## config.mk

```make
export PLATFORM = sky130hd
export DESIGN_NAME = clk_ratio_meter
export DESIGN_NICKNAME = d
export VERILOG_FILES = /design/src/rtl/ratio_pkg.sv /design/src/rtl/ratio_win_ctr.sv /design/src/rtl/ratio_ref_ctr.sv /design/src/rtl/ratio_result_reg.sv /design/src/rtl/clk_ratio_meter.sv
export SDC_FILE = /design/constraint.sdc
export NUM_CORES = 1
export LEC_CHECK = 0
export ABC_CLOCK_PERIOD_IN_PS = 5500
export CORE_MARGIN = 2
export CORE_UTILIZATION = 50
export CTS_BUF_LIST = sky130_fd_sc_hd__clkbuf_4
export CTS_CLUSTER_DIAMETER = 60
export DETAILED_ROUTE_END_ITERATION = 10
export HOLD_SLACK_MARGIN = 0.15
export PLACE_DENSITY = 0.72
export SETUP_SLACK_MARGIN = 0.4
export SLEW_MARGIN = 20
export SYNTH_ARGS = -nofsm -noshare
export SYNTH_HDL_FRONTEND = slang
export SYNTH_HIERARCHICAL = 1
export SYNTH_SLANG_ARGS = --single-unit
```

## constraint.sdc

```tcl
create_clock -name clk -period 5.5 [get_ports clk]
set_input_delay 1.1 -clock clk [delete_from_list [all_inputs] [get_ports clk]]
set_output_delay 1.1 -clock clk [all_outputs]
set_load 0.01 [all_outputs]
```

## src/rtl/ratio_pkg.sv

```systemverilog
package ratio_pkg;
  localparam int unsigned DEF_RES_W    = 8;
  localparam int unsigned DEF_FRAC_W   = 6;
  localparam int unsigned DEF_WIN_LOG2 = 6;

  // Counter width: result width plus one saturation bit, widened when the
  // window is longer than the fraction scale.
  function automatic int unsigned count_width(input int unsigned res_w,
                                               input int unsigned win_log2,
                                               input int unsigned frac_w);
    int unsigned extra;
    extra = (win_log2 > frac_w) ? (win_log2 - frac_w) : 0;
    return res_w + 1 + extra;
  endfunction
endpackage

```

## src/rtl/ratio_win_ctr.sv

```systemverilog
module ratio_win_ctr #(
  parameter int unsigned WIN_LOG2 = 6
) (
  input  logic clk,
  input  logic rst,
  input  logic pll_tick,
  output logic win_end
);
  logic [WIN_LOG2-1:0] pll_cnt;

  assign win_end = pll_tick && (pll_cnt == {WIN_LOG2{1'b1}});

  always_ff @(posedge clk) begin
    if (rst) begin
      pll_cnt <= '0;
    end else if (pll_tick) begin
      pll_cnt <= pll_cnt + 1'b1;
    end
  end
endmodule

```

## src/rtl/ratio_ref_ctr.sv

```systemverilog
module ratio_ref_ctr #(
  parameter int unsigned CNT_W = 9
) (
  input  logic             clk,
  input  logic             rst,
  input  logic             ref_tick,
  input  logic             win_end,
  output logic [CNT_W-1:0] total
);
  logic [CNT_W-1:0] ref_cnt;
  logic [CNT_W:0]   sum;

  // Running total including this cycle's strobe, sticky at all ones.
  always_comb begin
    sum   = {1'b0, ref_cnt} + {{CNT_W{1'b0}}, ref_tick};
    total = sum[CNT_W] ? {CNT_W{1'b1}} : sum[CNT_W-1:0];
  end

  always_ff @(posedge clk) begin
    if (rst || win_end) begin
      ref_cnt <= '0;
    end else begin
      ref_cnt <= total;
    end
  end
endmodule

```

## src/rtl/ratio_result_reg.sv

```systemverilog
module ratio_result_reg #(
  parameter int unsigned CNT_W    = 9,
  parameter int unsigned WIN_LOG2 = 6,
  parameter int unsigned FRAC_W   = 6,
  parameter int unsigned RES_W    = 8
) (
  input  logic             clk,
  input  logic             rst,
  input  logic             win_end,
  input  logic [CNT_W-1:0] total,
  input  logic             pll_unlock,
  input  logic             force_lock,
  output logic [RES_W-1:0] ratio,
  output logic             ratio_valid,
  output logic             ratio_ovf
);
  localparam int unsigned SW = CNT_W + FRAC_W;

  logic [SW-1:0]    scaled;
  logic             over;
  logic [RES_W-1:0] sat_val;
  logic             bad_q;
  logic             hold;

  // Scale count/window into the fixed-point grid; the variant depends on
  // whether the window is longer or shorter than the fraction scale.
  generate
    if (WIN_LOG2 >= FRAC_W) begin : g_shr
      assign scaled = SW'(total >> (WIN_LOG2 - FRAC_W));
    end else begin : g_shl
      assign scaled = SW'(total) << (FRAC_W - WIN_LOG2);
    end
  endgenerate

  assign over    = |scaled[SW-1:RES_W];
  assign sat_val = over ? {RES_W{1'b1}} : scaled[RES_W-1:0];
  assign hold    = pll_unlock || force_lock;

  always_ff @(posedge clk) begin
    if (rst) begin
      bad_q       <= 1'b0;
      ratio       <= '0;
      ratio_valid <= 1'b0;
      ratio_ovf   <= 1'b0;
    end else begin
      if (win_end) begin
        bad_q <= 1'b0;
      end else if (hold) begin
        bad_q <= 1'b1;
      end

      if (hold) begin
        ratio_valid <= 1'b0;
      end else if (win_end && !bad_q) begin
        ratio       <= sat_val;
        ratio_ovf   <= over;
        ratio_valid <= 1'b1;
      end
    end
  end
endmodule

```

## src/rtl/clk_ratio_meter.sv

```systemverilog
module clk_ratio_meter
  import ratio_pkg::*;
#(
  parameter int unsigned RES_W    = DEF_RES_W,
  parameter int unsigned FRAC_W   = DEF_FRAC_W,
  parameter int unsigned WIN_LOG2 = DEF_WIN_LOG2
) (
  input  logic             clk,
  input  logic             rst,
  input  logic             ref_tick,
  input  logic             pll_tick,
  input  logic             pll_unlock,
  input  logic             force_lock,
  output logic [RES_W-1:0] ratio,
  output logic             ratio_valid,
  output logic             ratio_ovf
);
  localparam int unsigned CNT_W = count_width(RES_W, WIN_LOG2, FRAC_W);

  logic             win_end;
  logic [CNT_W-1:0] total;

  ratio_win_ctr #(.WIN_LOG2(WIN_LOG2)) u_win (
    .clk      (clk),
    .rst      (rst),
    .pll_tick (pll_tick),
    .win_end  (win_end)
  );

  ratio_ref_ctr #(.CNT_W(CNT_W)) u_ref (
    .clk      (clk),
    .rst      (rst),
    .ref_tick (ref_tick),
    .win_end  (win_end),
    .total    (total)
  );

  ratio_result_reg #(
    .CNT_W    (CNT_W),
    .WIN_LOG2 (WIN_LOG2),
    .FRAC_W   (FRAC_W),
    .RES_W    (RES_W)
  ) u_res (
    .clk         (clk),
    .rst         (rst),
    .win_end     (win_end),
    .total       (total),
    .pll_unlock  (pll_unlock),
    .force_lock  (force_lock),
    .ratio       (ratio),
    .ratio_valid (ratio_valid),
    .ratio_ovf   (ratio_ovf)
  );
endmodule

```

==> run_results.csv, run 1 <==
group,metric,value,unit
finish,finish.utilization,0.591,
synth,post_synthesis_instance_area,0.00129,mm2
timing,max_slew.worst_pin.slew,757,ps
outcome,outcome,"finished clean",
run,timing.max_cap.violations,0,
setup_path,cpPeakStageDelay,540,ps
clock_tree,post_cts_setup_repair_buffer_count,0,
clock_tree,cts_resized,0,
synth,synth_cell_types,35,
detailed_routing,drc,0,
synth,ys_seq_elements,26,
timing,fin_skew,6.39,ps
detailed_routing,route.vias.total,986,
die,number_of_placement_rows,18,
clock_tree,cts-root-buf,"clkbuf_4",
synth,simple_gate_fraction_of_synth_area,0.219,
die,initial_core_util,0.524,
clock_tree,clkSlewWorstSetupHoldPaths,140,ps
clock_tree,clock_tree_from_tritoncts,"done",
grt,wire_length_of_the_first_global_routing_pass,3.56,mm
grt,globalRoute.totalOverflow,0,
power,cellLeakagePower,0.596,nW
die,ioPinCount,16,
setup_path,path_max_fanout,9,
finish,post_layout_instance_count_excluding_filler_cells,172,
synth,synth-compound-area-share,0.161,
timing,post-route-min-period,3080,ps
placement,dp.cells,168,
timing,max_freq,325,MHz
synth,synth_fp_nets,142,
placement,gp_congestion,0.768,
detailed_routing,avg_wl_per_cell,13.3,um
synth,synth_top_area_frac,0.405,
detailed_routing,drt_iter0_drc,14,
detailed_routing,routed_wirelength,2.29,mm
synth,syn_area_per_cell,9.67,um2
synth,synth-xor-area-share,0.0409,
timing,max-slew-margin-rel,0.494,
setup_path,most_frequent_cp_cell,"ha_1",
setup_path,setup.worst_path.class,"in -> reg",
detailed_routing,drt-vias-per-instance,5.73,
die,die_height,54.7,um
synth,synth_seq_area_share,0.405,
synth,synth_top_cell_by_area,"dfxtp_1",
grt,globalRouteTotalUtil,0.164,
timing,final.setup.tns,0,ps
die,floorplan.die_area,0.00299,mm2
clock_tree,cts-hold-fix-buffers,0,
clock_tree,cts-htree-levels,1,
synth,synth_warn,6,
finish,finish.net_count,152,
setup_path,crit_path_top_delay_cell,"a21oi_1",
synth,synthesis.instances,133,
setup_path,critical_path_required,5760,ps
timing,rsz_0062_raised_after_global_routing,"false",
clock_tree,clk_latency,320,ps
setup_path,crit_chain,"clkdlybuf4s50_1 > ha_1 > ha_1 > and3_1 > and4_4 > a21oi_1 > o21bai_1 > mux2i_1",
grt,grt_pass1_vias,824,
die,die_width,54.7,um
clock_tree,clock_tree.buffer_depth,2,
timing,final_setup_violating_endpoints,0,
clock_tree,cts_inserted_buffers,3,
setup_path,crit_path_arrival_time,3340,ps
grt,grt_start_max_net_pins,28,
clock_tree,clock_tree_sinks,26,
timing,final-hold-violation-count,0,
grt,grt_antenna_before_repair,0,
synth,synth_adder_area_share,0.0292,
timing,final_min_period_over_clock_period,0.560,
die,design.core.area,0.00245,mm2
detailed_routing,number_of_optimization_iterations_in_the_first_detailed_route_pass,4,
placement,port-buffer-count,15,
synth,synth.mux.area_fraction,0.0778,
setup_path,worstSetupStartpointType,"input pin",
detailed_routing,final_antenna_net_count,0,
placement,detailed_place_hpwl,1.58,mm
finish,layout-area-overhead-vs-synth,12.7,%
min_path,hp-class,"reg -> reg",
power,peakVddDrop,162,uV
synth,synth.area.top_cells,"dfxtp_1, mux2i_1, nand2b_1, o21bai_1, buf_6",
synth,synth_top_family_by_area,"simple AND/OR/NAND/NOR gates",
setup_path,cp-end-kind,"flop",
power,power_density,239,mW/mm2
finish,final_layout_size_suffix_gt1_frac,0.0845,
timing,slew_violations,0,
finish,diodes,0,
-- logic make-up after synthesis --
kind of cell,after synthesis
AND/OR/NAND/NOR,44
AO/OA/AOI/OAI,31
flip-flops,26
buffers and inverters,13
multiplexers,10
XOR/XNOR,6
adder cells (fa/ha/maj),3
-- sequential cells by signal, summed over array words and instances, names as in the netlist --
signal,count
u_ref/ref_cnt,9
u_res/ratio,8
u_win/pll_cnt,6
u_res/bad_q,1
u_res/ratio_ovf,1
u_res/ratio_valid,1
-- final timing paths --
check                                        from                 to  slack (ps)  depth (start not counted)
worst max-delay path                     ref_tick     u_res/ratio[3]        2420                          8
worst min-delay path            u_res/ratio_valid  u_res/ratio_valid         480                          1
worst max register to register   u_ref/ref_cnt[0]     u_res/ratio[3]        3310                          7
worst min register to register  u_res/ratio_valid  u_res/ratio_valid         480                          1
-- cell usage in the layout, fill, tap and decap left out, drive strengths merged, types with 2 or more instances in the layout --
master          n
nor3            3
nand3           4
mux2i          10
a311oi          2
inv             3
nand2b         10
clkdlybuf4s50  15
dfxtp          26
nand2           7
a211oi          3
o21bai          8
xor2            3
and4            2
xnor2           3
ha              3
nor2            6
nand4           4
and3            2
a31oi           6
clkbuf          3
a21oi          10
-- final cells by class --
cell class                      count  area [um2]
Sequential cell                    26         520
Fill cell                         209        1000
Multi-Input combinational cell     94         678
Timing Repair Buffer               15         150
Inverter                            3        11.3
Clock buffer                        3        22.5
Clock inverter                      1        30.0
Tap cell                           30        37.5
-- through the flow --
stage / instance area, um2 / hold slack [ps] / worst slack (ps) / total power [W]
finish: 1450 / 484 / 2420 / 0.000347
global route: 1450 / 515 / 2170 / 0.000359
CTS: 1450 / 489 / 2420 / 0.000352
detailed placement: 1400 / 461 / 2050 / 0.000221
global placement: 1400 / 450 / 2190 / 0.000220
floorplan: 1290 / 452 / 2830 / 0.000214
-- worst max-delay path: cells and delay by family --
kind	cells	cell delay [ps]
muxes	1	160
buffers and inverters	1	400
adders and majority gates	2	460
AOI/OAI and AO/OA	2	730
and+or+nand+nor	2	480
-- report_power, final --
| part | internal (W) | total [W] | switching, W |
|---|---|---|---|
| logic | 0.0000108 | 0.0000211 | 0.0000104 |
| clock network | 0.0000737 | 0.000130 | 0.0000562 |
| registers | 0.000192 | 0.000195 | 0.00000343 |
| total | 0.000276 | 0.000347 | 0.0000700 |
-- synthesized netlist by cell type --
cell type and number:
nand2_1 7, clkbuf_1 3, nor3b_1 1, buf_1 1, o21bai_1 8, o21ai_0 1, or3_1 1, xnor2_1 3
clkbuf_2 1, nand2b_1 10, nand4_1 3, ha_1 3, and2b_2 1, nor2_1 6, and4_4 1, nand3_2 3
nand4_4 1, or2_2 1, a211oi_1 3, a31oi_1 6, a21oi_1 10, buf_6 5, or4b_1 1, nor4b_1 1
a311oi_2 1, a311oi_1 1, inv_1 3, dfxtp_1 26, mux2i_1 10, and4_1 1, nor3_1 3, nand3_1 1
and3_1 2, xor2_1 3, o21a_1 1
-- routing by layer --
| metal | GRT usage | vias to the layer above | part of all wire |
|---|---|---|---|
| met5 | 0 | - | 0 |
| met4 | 0.0792 | 0 | 0.0066 |
| met3 | 0.0301 | 2 | 0.048 |
| met2 | 0.246 | 25 | 0.46 |
| met1 | 0.226 | 466 | 0.48 |
| li1 | - | 493 | - |
Power figures use the tool's default switching activity.
==> run 2: changes to the inputs <==
--- a/config.mk
+++ b/config.mk
@@ -5,7 +5,7 @@
 export SDC_FILE = /design/constraint.sdc
 export NUM_CORES = 1
 export LEC_CHECK = 0
-export ABC_CLOCK_PERIOD_IN_PS = 5500
+export ABC_CLOCK_PERIOD_IN_PS = 3100
 export CORE_MARGIN = 2
 export CORE_UTILIZATION = 50
 export CTS_BUF_LIST = sky130_fd_sc_hd__clkbuf_4
==> constraint.sdc (replaced) <==
create_clock -name clk -period 3.1 [get_ports clk]
set_input_delay 0.62 -clock clk [delete_from_list [all_inputs] [get_ports clk]]
set_output_delay 0.62 -clock clk [all_outputs]
set_load 0.01 [all_outputs]
==> run 2 against run 1 <==
Via count fell by 0.71%. Largest cell class unchanged. Non-clock buffer count is 1 higher. Register-to-register slack got worse by 2200 ps.
==> run_results.csv, run 2 (synthesized netlist as in run 1, its figures left out) <==
group,metric,value,unit
outcome,outcome,"finished clean",
die,die_height,54.7,um
placement,gp_congestion,0.745,
timing,fin_skew,4.39,ps
detailed_routing,final_antenna_net_count,0,
clock_tree,cts-root-buf,"clkbuf_4",
finish,final_layout_size_suffix_gt1_frac,0.0979,
clock_tree,cts_inserted_buffers,3,
placement,detailed_place_hpwl,1.65,mm
finish,largest_reg_flops,9,
die,number_of_placement_rows,18,
clock_tree,clock_tree.buffer_depth,2,
timing,max_freq,422,MHz
timing,max_slew.worst_pin.slew,613,ps
timing,hold_slack,485,ps
die,die_width,54.7,um
min_path,hp-class,"reg -> reg",
timing,max-slew-margin-rel,0.585,
setup_path,critical_path_required,3300,ps
grt,grt_pass1_vias,908,
finish,diodes,0,
detailed_routing,route.vias.total,979,
clock_tree,clkSlewWorstSetupHoldPaths,140,ps
detailed_routing,avg_wl_per_cell,13.1,um
detailed_routing,number_of_optimization_iterations_in_the_first_detailed_route_pass,4,
clock_tree,clk_latency,310,ps
setup_path,setup.worst_path.class,"in -> reg",
timing,final-hold-violation-count,0,
grt,globalRoute.totalOverflow,0,
setup_path,crit_path_arrival_time,2570,ps
placement,port-buffer-count,15,
finish,layout-area-overhead-vs-synth,13.6,%
grt,grt_antenna_before_repair,0,
power,total_power,0.000613,W
grt,wire_length_of_the_first_global_routing_pass,3.90,mm
die,design.core.area,0.00245,mm2
power,power_density,420,mW/mm2
timing,rsz_0062_raised_after_global_routing,"false",
grt,globalRouteTotalUtil,0.176,
clock_tree,clock_tree_sinks,26,
clock_tree,cts-htree-levels,1,
setup_path,path_max_fanout,7,
run,timing.max_cap.violations,0,
power,cellLeakagePower,0.600,nW
power,peakVddDrop,442,uV
detailed_routing,drc,0,
finish,finish.utilization,0.595,
finish,finish.net_count,153,
die,floorplan.die_area,0.00299,mm2
detailed_routing,routed_wirelength,2.27,mm
finish,fill_cells,221,
clock_tree,clock_tree_from_tritoncts,"done",
detailed_routing,drt-vias-per-instance,5.66,
timing,final.setup.tns,0,ps
clock_tree,post_cts_setup_repair_buffer_count,0,
timing,final_setup_violating_endpoints,0,
finish,largestRegisters,"u_ref/ref_cnt (9), u_res/ratio (8), u_win/pll_cnt (6)",
timing,post-route-min-period,2370,ps
grt,grt_start_max_net_pins,28,
finish,final_cell_mix,"dfxtp_1, clkdlybuf4s50_1, nand2b_1, mux2i_1, a21oi_1",
setup_path,worstSetupStartpointType,"input pin",
timing,slew_violations,0,
die,initial_core_util,0.524,
setup_path,cp-end-kind,"flop",
finish,max_flop_register,"u_ref/ref_cnt",
timing,final_min_period_over_clock_period,0.765,
finish,layout_commonest_cell,"dfxtp_1",
detailed_routing,drt_iter0_drc,13,
die,ioPinCount,16,
-- run 2: worst paths after layout --
path	start	to	slack (ps)	depth (start not counted)
worst min register to register	u_res/ratio[5]	u_res/ratio[5]	490	2
worst max register to register	u_win/pll_cnt[0]	u_res/ratio[0]	1080	5
worst max-delay path	pll_tick	u_res/ratio[0]	730	5
worst min-delay path	u_res/ratio[5]	u_res/ratio[5]	490	2
-- run 2: area by class of cell --
type	count	area (um2)	share of cell area
inverter	3	11.3	0.00771
tap	30	37.5	0.0257
sequential	26	520	0.356
clock buffer	3	22.5	0.0154
clock inverter	1	30.0	0.0205
timing repair buffer	16	158	0.108
multi-input combinational	94	682	0.467
-- run 2: repair_timing --
item	CTS	global route
hold buffers	0	0
endpoints found under the setup margin	0	9
resized for setup	0	1
-- run 2: through the flow --
stage,area (um2),setup WS [ps],instances
after floorplan,1290,908,133
after global placement,1410,273,169
after detailed placement,1410,177,169
after CTS,1460,530,173
after global routing,1460,607,173
final,1460,729,173
-- run 2: critical path, stage by stage --
cell and delay, ps:
clkdlybuf4s50_1 610, nand4_1 200, nor2_1 260, or4b_1 690, mux2i_1 190
-- run 2: metal layers --
layer  vias to the layer above  track usage  part of all wire
met5                         -            0                 0
met4                         0       0.0542            0.0044
met3                         2       0.0328             0.050
met2                        26        0.280              0.47
met1                       459        0.240              0.47
li1                        492            -                 -
-- run 2: where the power goes --
part / leakage (nW) / internal, W / switching (W)
Combinational: 0.362 / 0.0000197 / 0.0000185
Clock: 0.0279 / 0.000131 / 0.0000975
Sequential: 0.211 / 0.000341 / 0.00000603
Total: 0.600 / 0.000491 / 0.000122
==> run 3: changes to the inputs <==
--- a/config.mk
+++ b/config.mk
@@ -5,7 +5,7 @@
 export SDC_FILE = /design/constraint.sdc
 export NUM_CORES = 1
 export LEC_CHECK = 0
-export ABC_CLOCK_PERIOD_IN_PS = 3100
+export ABC_CLOCK_PERIOD_IN_PS = 2200
 export CORE_MARGIN = 2
 export CORE_UTILIZATION = 50
 export CTS_BUF_LIST = sky130_fd_sc_hd__clkbuf_4
==> constraint.sdc (replaced) <==
create_clock -name clk -period 2.2 [get_ports clk]
set_input_delay 0.44 -clock clk [delete_from_list [all_inputs] [get_ports clk]]
set_output_delay 0.44 -clock clk [all_outputs]
set_load 0.01 [all_outputs]
==> run 3 against run 2 <==
Cell area is 7.6% higher. Global-route usage is 0.46 points lower. First-iteration DRC count is 31% lower. Register-to-register slack worse by 570 ps. Sequential share of layout area is 2.4 points lower. Non-clock buffer count is 11 higher. Critical path depth is 4 higher. Clock power is 13% lower. Hold slack hardly changed.
==> run_results.csv, run 3 (synthesized netlist as in run 1, its figures left out) <==
group,metric,value,unit
outcome,outcome,"finished clean",
detailed_routing,avg_wl_per_cell,13.1,um
detailed_routing,number_of_optimization_iterations_in_the_first_detailed_route_pass,4,
power,p_sw,0.000173,W
timing,hold_slack,485,ps
setup_path,crit_path_arrival_time,1910,ps
setup_path,crit_chain,"dlygate4sd2_1 > ha_4 > ha_4 > and3_4 > a31oi_2 > a21oi_2 > buf_4 > o21bai_1 > mux2i_2",
placement,detailed_place_hpwl,1.71,mm
finish,layout_commonest_cell,"dfxtp_1",
clock_tree,cts-htree-levels,1,
setup_path,setup.worst_path.class,"in -> reg",
die,die_height,54.7,um
timing,post-route-min-period,1700,ps
finish,max_flop_register,"u_ref/ref_cnt",
grt,globalRouteTotalUtil,0.172,
die,initial_core_util,0.524,
detailed_routing,routed_wirelength,2.40,mm
clock_tree,cts_inserted_buffers,3,
grt,grt_antenna_before_repair,0,
min_path,hp-class,"reg -> reg",
run,timing.max_cap.violations,0,
finish,finish.utilization,0.641,
setup_path,worstSetupStartpointType,"input pin",
finish,diodes,0,
clock_tree,clk_latency,310,ps
finish,fill_cells,206,
setup_path,path_max_fanout,5,
power,power_density,478,mW/mm2
setup_path,most_frequent_cp_cell,"ha_4",
die,design.core.area,0.00245,mm2
detailed_routing,drc,0,
timing,slew_violations,0,
finish,final_cell_mix,"dfxtp_1, clkdlybuf4s50_1, buf_4, nand2b_1",
timing,final-hold-violation-count,0,
clock_tree,clock_tree.buffer_depth,2,
grt,grt_pass1_vias,867,
die,number_of_placement_rows,18,
power,seq_power_share,0.653,
timing,max_slew.worst_pin.slew,410,ps
power,peakVddDrop,432,uV
die,ioPinCount,16,
timing,max-slew-margin-rel,0.726,
timing,final_min_period_over_clock_period,0.772,
finish,largest_reg_flops,9,
finish,largestRegisters,"u_ref/ref_cnt (9), u_res/ratio (8), u_win/pll_cnt (6)",
clock_tree,cts-root-buf,"clkbuf_4",
detailed_routing,route.vias.total,999,
timing,final.setup.tns,0,ps
timing,rsz_0062_raised_after_global_routing,"false",
timing,post-route-worst-setup-slack,502,ps
setup_path,critical_path_required,2410,ps
clock_tree,clock_tree_from_tritoncts,"done",
clock_tree,clkSlewWorstSetupHoldPaths,130,ps
placement,port-buffer-count,15,
finish,final_layout_size_suffix_gt1_frac,0.221,
grt,grt_start_max_net_pins,27,
timing,final_setup_violating_endpoints,0,
detailed_routing,final_antenna_net_count,0,
grt,wire_length_of_the_first_global_routing_pass,3.72,mm
timing,max_freq,589,MHz
power,switching_part_of_the_total,0.230,
clock_tree,cts-hold-fix-buffers,0,
die,die_width,54.7,um
setup_path,cp-end-kind,"flop",
grt,globalRoute.totalOverflow,0,
detailed_routing,drt-vias-per-instance,5.43,
timing,fin_skew,2.18,ps
setup_path,cpPeakStageDelay,260,ps
power,internal_power,0.000580,W
finish,layout-area-overhead-vs-synth,22.3,%
die,floorplan.die_area,0.00299,mm2
clock_tree,clock_tree_sinks,26,
finish,finish.net_count,164,
power,share_of_power_burned_in_combinational_logic,0.082,
placement,gp_congestion,0.771,
power,cellLeakagePower,0.649,nW
placement,pre_cts_ws,-87.2,ps
detailed_routing,drt_iter0_drc,9,
setup_path,crit_path_top_delay_cell,"dlygate4sd2_1",
power,share_clk_of_total_power,0.265,
==> run 3: changes by cell type in the layout (fill, tap and decap cells not counted), moves of 2 or more <==
cell             before  now
dfxtp_2               0    2
buf_4                 1   10
ha_4                  0    2
ha_1                  3    1
clkdlybuf4s50_1      15   13
dfxtp_1              26   24
and3_1                2    0
==> run 3: power groups by stage <==
stage	registers, W	clock network, W	logic, W
after floorplan	0.000499	0	0.0000406
after CTS	0.000490	0.000209	0.0000628
after global routing	0.000493	0.000225	0.0000697
after detailed placement	0.000500	0	0.0000631
after global placement	0.000500	0	0.0000606
final	0.000491	0.000199	0.0000618
==> run 3: path summary, 6_finish.rpt <==
path	startpoint	to	slack [ps]	depth (start not counted)
setup / recovery	ref_tick	u_res/ratio[7]	500	9
hold / removal	u_res/ratio[5]	u_res/ratio[5]	490	2
setup reg to reg	u_win/pll_cnt[0]	u_res/ratio[7]	510	6
hold reg to reg	u_res/ratio[5]	u_res/ratio[5]	490	2
==> run 3: layout make-up <==
type	count	area (um2)	share of cell area
clock buffers	3	22.5	0.0143
inverters	3	11.3	0.00716
multi-input cells	94	728	0.463
repair buffers	27	246	0.157
flip-flops and latches	26	523	0.333
well taps	30	37.5	0.0239
clock inverters	1	3.75	0.00239
==> run 3: critical path, delay by kind of cell <==
| kind | cells | cell delay, ps |
|---|---|---|
| compound gates | 3 | 460 |
| fa+ha+maj | 2 | 320 |
| buf+inv | 2 | 420 |
| mux | 1 | 90 |
| simple gates | 1 | 180 |
==> run 3: repair_timing <==
item | CTS | global route
cloned | 0 | 1
pin swaps | 1 | 2
buffers inserted | 0 | 1
resized for setup | 3 | 10
setup endpoints to repair | 10 | 9
==> run 3: metrics by stage <==
| step | std cells | instance area (um2) | power [W] |
|---|---|---|---|
| floorplan | 133 | 1320 | 0.000539 |
| global placement | 178 | 1500 | 0.000561 |
| detailed placement | 178 | 1500 | 0.000563 |
| CTS | 182 | 1540 | 0.000762 |
| global route | 184 | 1570 | 0.000787 |
| finish | 184 | 1570 | 0.000752 |
==> run 3: per-layer routing <==
metal  track usage  share of wire  vias up
met1         0.230           0.51      464
met3        0.0273          0.030        2
met5             0              0        -
met4        0.0625         0.0062        0
li1              -              -      521
met2         0.276           0.46       12
